$ cat config.mk
export PLATFORM = sky130hd
export DESIGN_NAME = incskip_unit
export DESIGN_NICKNAME = d
export VERILOG_FILES = /design/src/rtl/incskip_pkg.sv /design/src/rtl/incskip_decode.sv /design/src/rtl/incskip_seq.sv /design/src/rtl/incskip_datapath.sv /design/src/rtl/incskip_unit.sv
export SDC_FILE = /design/constraint.sdc
export NUM_CORES = 1
export LEC_CHECK = 0
export CORE_MARGIN = 3
export CORE_UTILIZATION = 55
export DETAILED_ROUTE_END_ITERATION = 10
export DONT_BUFFER_PORTS = 1
export PLACE_DENSITY = 0.7
export SYNTH_ARGS = -nofsm -noshare
export SYNTH_HDL_FRONTEND = slang
export SYNTH_HIERARCHICAL = 1
export SYNTH_SLANG_ARGS = --single-unit
$ cat constraint.sdc
create_clock -name clk -period 3.4 [get_ports clk]
set_clock_uncertainty 0.2 [all_clocks]
set_input_delay 0.17 -clock clk [delete_from_list [all_inputs] [get_ports clk]]
set_output_delay 0.17 -clock clk [all_outputs]
set_load 0.005 [all_outputs]
$ cat src/rtl/incskip_pkg.sv
package incskip_pkg;
  timeunit 1ns; timeprecision 100ps;

  typedef enum logic [2:0] {
    PH_DECODE  = 3'd0,
    PH_READ    = 3'd1,
    PH_PROCESS = 3'd2,
    PH_WRITE   = 3'd3,
    PH_NOP     = 3'd4
  } phase_e;

  localparam logic [5:0] OPC_INC_SKZ  = 6'b001111;
  localparam logic [5:0] OPC_INC_SKNZ = 6'b010010;
  localparam int         FIELD_W      = 8;

  typedef struct packed {
    logic hit;          // recognised opcode
    logic skip_on_zero; // 1: skip when sum is zero, 0: skip when non-zero
    logic to_file;      // destination bit
  } op_ctl_t;
endpackage

$ cat src/rtl/incskip_decode.sv
module incskip_decode
  import incskip_pkg::*;
#(
  parameter int BANK_W = 4,
  localparam int ADDR_W = BANK_W + FIELD_W
) (
  input  logic [15:0]       word,
  input  logic [BANK_W-1:0] bank,
  output op_ctl_t           ctl,
  output logic [ADDR_W-1:0] addr
);
  timeunit 1ns; timeprecision 100ps;

  logic [5:0]         opc;
  logic               acc_n;
  logic [FIELD_W-1:0] reg_f;
  logic [BANK_W-1:0]  low_bank;

  assign opc   = word[15:10];
  assign acc_n = word[8];
  assign reg_f = word[FIELD_W-1:0];

  // Access bank: lower half of the field selects bank zero, upper half the top bank.
  assign low_bank = reg_f[FIELD_W-1] ? {BANK_W{1'b1}} : {BANK_W{1'b0}};

  always_comb begin
    ctl.hit          = (opc == OPC_INC_SKZ) || (opc == OPC_INC_SKNZ);
    ctl.skip_on_zero = (opc == OPC_INC_SKZ);
    ctl.to_file      = word[9];
    addr             = acc_n ? {bank, reg_f} : {low_bank, reg_f};
  end
endmodule

$ cat src/rtl/incskip_seq.sv
module incskip_seq
  import incskip_pkg::*;
#(
  parameter int PHASES = 4,
  localparam int CNT_W = $clog2(2 * PHASES)
) (
  input  logic   clk,
  input  logic   rst_n,
  input  logic   in_valid,
  input  logic   two_word,
  input  logic   skip_now,
  output phase_e phase,
  output logic   accept,
  output logic   ready,
  output logic   nop_busy
);
  timeunit 1ns; timeprecision 100ps;

  localparam logic [CNT_W-1:0] LOAD_ONE = CNT_W'(PHASES - 1);
  localparam logic [CNT_W-1:0] LOAD_TWO = CNT_W'(2 * PHASES - 1);

  phase_e           phase_q, phase_d;
  logic             two_q;
  logic [CNT_W-1:0] cnt_q, cnt_d;

  assign phase    = phase_q;
  assign ready    = (phase_q == PH_DECODE);
  assign accept   = ready && in_valid;
  assign nop_busy = (phase_q == PH_NOP);

  always_comb begin
    phase_d = phase_q;
    cnt_d   = cnt_q;
    unique case (phase_q)
      PH_DECODE:  if (accept) phase_d = PH_READ;
      PH_READ:    phase_d = PH_PROCESS;
      PH_PROCESS: phase_d = PH_WRITE;
      PH_WRITE: begin
        if (skip_now) begin
          phase_d = PH_NOP;
          cnt_d   = two_q ? LOAD_TWO : LOAD_ONE;
        end else begin
          phase_d = PH_DECODE;
        end
      end
      PH_NOP: begin
        if (cnt_q == '0) phase_d = PH_DECODE;
        else             cnt_d   = cnt_q - 1'b1;
      end
      default: phase_d = PH_DECODE;
    endcase
  end

  always_ff @(posedge clk) begin
    if (!rst_n) begin
      phase_q <= PH_DECODE;
      cnt_q   <= '0;
      two_q   <= 1'b0;
    end else begin
      phase_q <= phase_d;
      cnt_q   <= cnt_d;
      if (accept) two_q <= two_word;
    end
  end
endmodule

$ cat src/rtl/incskip_datapath.sv
module incskip_datapath
  import incskip_pkg::*;
#(
  parameter int DATA_W = 8,
  parameter int ADDR_W = 12
) (
  input  logic              clk,
  input  logic              rst_n,
  input  logic              accept,
  input  op_ctl_t           in_ctl,
  input  logic [ADDR_W-1:0] in_addr,
  input  phase_e            phase,
  input  logic [DATA_W-1:0] rd_data,
  output logic              rd_en,
  output logic [ADDR_W-1:0] addr,
  output logic              wr_en,
  output logic [DATA_W-1:0] wr_data,
  output logic [DATA_W-1:0] w_q,
  output logic              skip_now
);
  timeunit 1ns; timeprecision 100ps;

  op_ctl_t           ctl_q;
  logic [ADDR_W-1:0] addr_q;
  logic [DATA_W-1:0] opnd_q;
  logic [DATA_W-1:0] sum;
  logic              sum_zero;
  logic              in_write;

  assign sum      = opnd_q + 1'b1;
  assign sum_zero = (sum == '0);
  assign in_write = (phase == PH_WRITE) && ctl_q.hit;

  assign addr     = addr_q;
  assign rd_en    = (phase == PH_READ) && ctl_q.hit;
  assign wr_en    = in_write && ctl_q.to_file;
  assign wr_data  = sum;
  assign skip_now = in_write && (ctl_q.skip_on_zero ? sum_zero : !sum_zero);

  always_ff @(posedge clk) begin
    if (!rst_n) begin
      ctl_q  <= '0;
      addr_q <= '0;
      opnd_q <= '0;
      w_q    <= '0;
    end else begin
      if (accept) begin
        ctl_q  <= in_ctl;
        addr_q <= in_addr;
      end
      if (phase == PH_PROCESS) opnd_q <= rd_data;
      if (in_write && !ctl_q.to_file) w_q <= sum;
    end
  end
endmodule

$ cat src/rtl/incskip_unit.sv
module incskip_unit
  import incskip_pkg::*;
#(
  parameter int DATA_W = 8,
  parameter int BANK_W = 4,
  parameter int PHASES = 4
) (
  input  logic                  clk,
  input  logic                  rst_n,
  input  logic                  insn_valid,
  output logic                  insn_ready,
  input  logic [15:0]           insn_word,
  input  logic                  insn_next_two_word,
  input  logic [BANK_W-1:0]     bank_sel,
  output logic                  rf_re,
  output logic [BANK_W+7:0]     rf_raddr,
  input  logic [DATA_W-1:0]     rf_rdata,
  output logic                  rf_we,
  output logic [BANK_W+7:0]     rf_waddr,
  output logic [DATA_W-1:0]     rf_wdata,
  output logic [DATA_W-1:0]     w_out,
  output logic                  flush,
  output logic                  nop_busy
);
  timeunit 1ns; timeprecision 100ps;

  localparam int ADDR_W = BANK_W + FIELD_W;

  op_ctl_t           dec_ctl;
  logic [ADDR_W-1:0] dec_addr;
  logic [ADDR_W-1:0] cur_addr;
  phase_e            phase;
  logic              accept;
  logic              skip_now;

  incskip_decode #(.BANK_W(BANK_W)) u_decode (
    .word (insn_word),
    .bank (bank_sel),
    .ctl  (dec_ctl),
    .addr (dec_addr)
  );

  incskip_seq #(.PHASES(PHASES)) u_seq (
    .clk      (clk),
    .rst_n    (rst_n),
    .in_valid (insn_valid),
    .two_word (insn_next_two_word),
    .skip_now (skip_now),
    .phase    (phase),
    .accept   (accept),
    .ready    (insn_ready),
    .nop_busy (nop_busy)
  );

  incskip_datapath #(.DATA_W(DATA_W), .ADDR_W(ADDR_W)) u_dp (
    .clk      (clk),
    .rst_n    (rst_n),
    .accept   (accept),
    .in_ctl   (dec_ctl),
    .in_addr  (dec_addr),
    .phase    (phase),
    .rd_data  (rf_rdata),
    .rd_en    (rf_re),
    .addr     (cur_addr),
    .wr_en    (rf_we),
    .wr_data  (rf_wdata),
    .w_q      (w_out),
    .skip_now (skip_now)
  );

  assign rf_raddr = cur_addr;
  assign rf_waddr = cur_addr;
  assign flush    = skip_now;
endmodule

==> reports/metrics.cfg <==
[status]
run_status=finished, final reports clean

[synthesis]
avgSynthCellArea_um2=9.74
mappedNetlistArea_um2=2020
syn-instance-count=207
synth-seq-area-share_pct=37.7
synth_cell_types=41
synth_warnings=6
synth_ff_type=dfxtp_1
ys_ff_latch=38
async_flop_share_pct=0
synth_edf_count=0
syn_nets=242

[sta]
finalCritPeriodShare_pct=73.1
tightest_slew_ns=1.03
rsz0062_at_grt=false
hold_violations=0
clock.fmax_mhz=402
maxSlewViolCount=0
period_needed_ns=2.49
setup_viol=0
tns_ns=0
max-slew-margin-rel_pct=30.9

[floorplan]
rows=21
die_w_um=66.6
io_pins=77
dieHeight_um=66.6
core_um2=3440
start_util_pct=58.6
fp.dieArea_um2=4430

[detailed_routing]
drt_iter0_markers=31
route.detailed.drc=0
drt_wl_total_um=4050
drt_pre_antenna_iters=4
vias=1361
viasPerCell=5.28
routedWlPerCell_um=15.7
ant_nets=0

[job]
maxCapViolCount=0

[setup_path]
timing.rr.start=u_dp/opnd_q[0]
r2r_slack_ns=0.91
regToRegEndpoint=u_seq/cnt_q[2]
r2r_cells=9
worst_ep_required_time_ns=3.43
start_kind=flop
worstSetupPathType=flop to flop
critPathCaptureType=flop
worst_ep_arrival_time_ns=2.51
crit_fanout=6

[final_layout]
area_growth_pct=9.86
fillers=304
final_nets=246
num_antenna_cells=0
layout-drive-gt1-share_pct=10.4
final_cells=258

[hold_path]
hold_class=input port to flop
hold_end=u_dp/addr[11]
holdCritStartpoint=insn_word[8]
hold_depth=4

[placement]
dp_cells=225
dp_hpwl_um=2570
port_buffers=0
globalplace.congestion=0.729

[clocking]
cts_buffer_depth=2
cts_setup_buffers=0
cts_buffers=5
path_clk_slew_ns=0.07
cts_tree=yes
insertion_delay_ns=0.28
clock-root-buffer=clkbuf_8
cts.sinks=38
cts_max_level=2

[power]
p_clk_share_pct=33.4
p_switching_uw=231
pwr-share-comb_pct=12.8
power_density_nw_per_um2=418
peakVddDrop_mv=0.302
seq_power_share_pct=53.8
intPower_uw=696
p_leak_nw=0.873
netSwitchingFraction_pct=24.9

[global_route]
grt_pass1_vias=1333
antenna_found_initial=0
grt_max_degree=37
grt_pass1_wl_um=6340
globalRouteOverflowTotal=0
track_usage_pct=19.3

power groups by stage:
stage | Combinational [mW] | Clock (mW) | Sequential, mW
after global routing | 0.130 | 0.346 | 0.503
after CTS | 0.118 | 0.322 | 0.498
after global placement | 0.0858 | 0 | 0.507
after floorplan | 0.111 | 0 | 0.498
after detailed placement | 0.0897 | 0 | 0.508
final | 0.119 | 0.310 | 0.499
synth_stat cells (2+ instances only):
cell / count / share of area [%]
a21boi_1: 3 / 1.1
a21oi_1: 4 / 0.99
and3_1: 2 / 0.62
and3_4: 2 / 1.1
buf_4: 24 / 8.9
clkbuf_1: 3 / 0.56
dfxtp_1: 38 / 38
ha_1: 3 / 1.9
inv_1: 6 / 1.1
mux2i_1: 25 / 12
nand2_1: 14 / 2.6
nand2b_1: 4 / 1.2
nand3_1: 4 / 0.99
nand3_2: 3 / 1.5
nand4b_1: 2 / 0.87
nor2_1: 7 / 1.3
nor2b_1: 25 / 7.8
nor3_1: 4 / 0.99
o211a_1: 2 / 0.99
o21a_1: 4 / 1.5
o21ai_1: 2 / 0.50
o31a_1: 3 / 1.3
xnor2_1: 4 / 1.7
xnor2_2: 2 / 1.6
worst max-delay path, cell delays in order, from the launching register on:
cell	delay (ns)
dfxtp_1	0.41
ha_1	0.28
nor4bb_1	0.32
nand3_1	0.13
and3_1	0.19
nor3_2	0.20
nand4b_1	0.21
o21ai_4	0.15
a21boi_1	0.20
o21a_1	0.14
sequential cells by signal, summed over array words and instances, names as in the netlist:
name,count
u_dp/addr,12
u_seq/cnt_q,3
u_seq/two_q,1
u_seq/phase,3
u_dp/opnd_q,8
u_dp/w_q,8
u_dp/ctl_q,3
how the worst max path moves through the flow:
stage	start	end	slack [ns]	depth (start not counted)
floorplan	u_dp/opnd_q[0]	u_seq/cnt_q[1]	1.22	9
global placement	u_dp/opnd_q[0]	u_seq/cnt_q[1]	1.07	9
detailed placement	u_dp/opnd_q[0]	u_seq/cnt_q[1]	0.96	9
CTS	u_dp/opnd_q[0]	u_seq/cnt_q[2]	0.92	9
global route	u_dp/opnd_q[0]	u_seq/cnt_q[2]	0.76	9
finish	u_dp/opnd_q[0]	u_seq/cnt_q[2]	0.91	9
layer usage:
layer  wire length, µm  GRT usage, %
met5                 0             0
met4                50          6.09
met3               310          7.42
met1              1620          20.3
met2              2070          35.1
layout make-up:
type	count	area, µm²	share of cell area, %
clock buffers	7	86.3	3.90
clock inverters	1	5.00	0.226
inverters	6	22.5	1.02
multi-input cells	134	1030	46.3
flip-flops and latches	38	761	34.3
well taps	46	57.6	2.60
repair buffers	26	258	11.6
per-stage QoR:
step / worst slack, ns / util [%] / power [mW] / hold slack [ns] / instance area (µm²)
2_1_floorplan: 1.22 / - / 0.609 / 0.0875 / 2020
3_3_place_gp: 1.07 / 54.5 / 0.593 / 0.0905 / 1870
3_5_place_dp: 0.960 / 54.5 / 0.598 / 0.105 / 1870
4_1_cts: 0.916 / 64.4 / 0.938 / 0.00885 / 2220
5_1_grt: 0.757 / 64.4 / 0.979 / 0.0384 / 2220
6_report: 0.914 / 64.4 / 0.927 / 0.0205 / 2220
placed cells by master (no fill, tap or decap), types with 2 or more instances in the layout:
cell type	count
nor3_1	4
xnor2_2	2
nand4b_1	2
inv_1	6
o21a_1	4
o211a_1	2
nand3_2	3
nand2_1	14
o21ai_1	2
nand3_1	4
a21boi_1	3
o31a_1	3
nor2b_1	25
dfxtp_1	38
nand2b_1	4
xnor2_1	4
mux2i_1	25
and3_1	2
clkbuf_8	6
dlygate4sd3_1	25
a21oi_1	4
nor2_1	7
and3_4	2
ha_1	3
kinds of logic after synthesis:
group / count (synthesis) / share of synthesized area [%]
AND/OR/NAND/NOR: 79 / 24.9
flip-flops: 38 / 37.7
buffers and inverters: 35 / 11.4
multiplexers: 25 / 12.4
AO/OA/AOI/OAI: 20 / 7.94
XOR/XNOR: 7 / 3.78
adder cells (fa/ha/maj): 3 / 1.86
timing repair:
item | 4_1_cts | 5_1_grt
hold endpoints to repair | 38 | 0
endpoints found under the setup margin | 0 | 0
hold buffers | 25 | 0
resized for setup | 0 | 0
(Power assumes the default switching activity.)
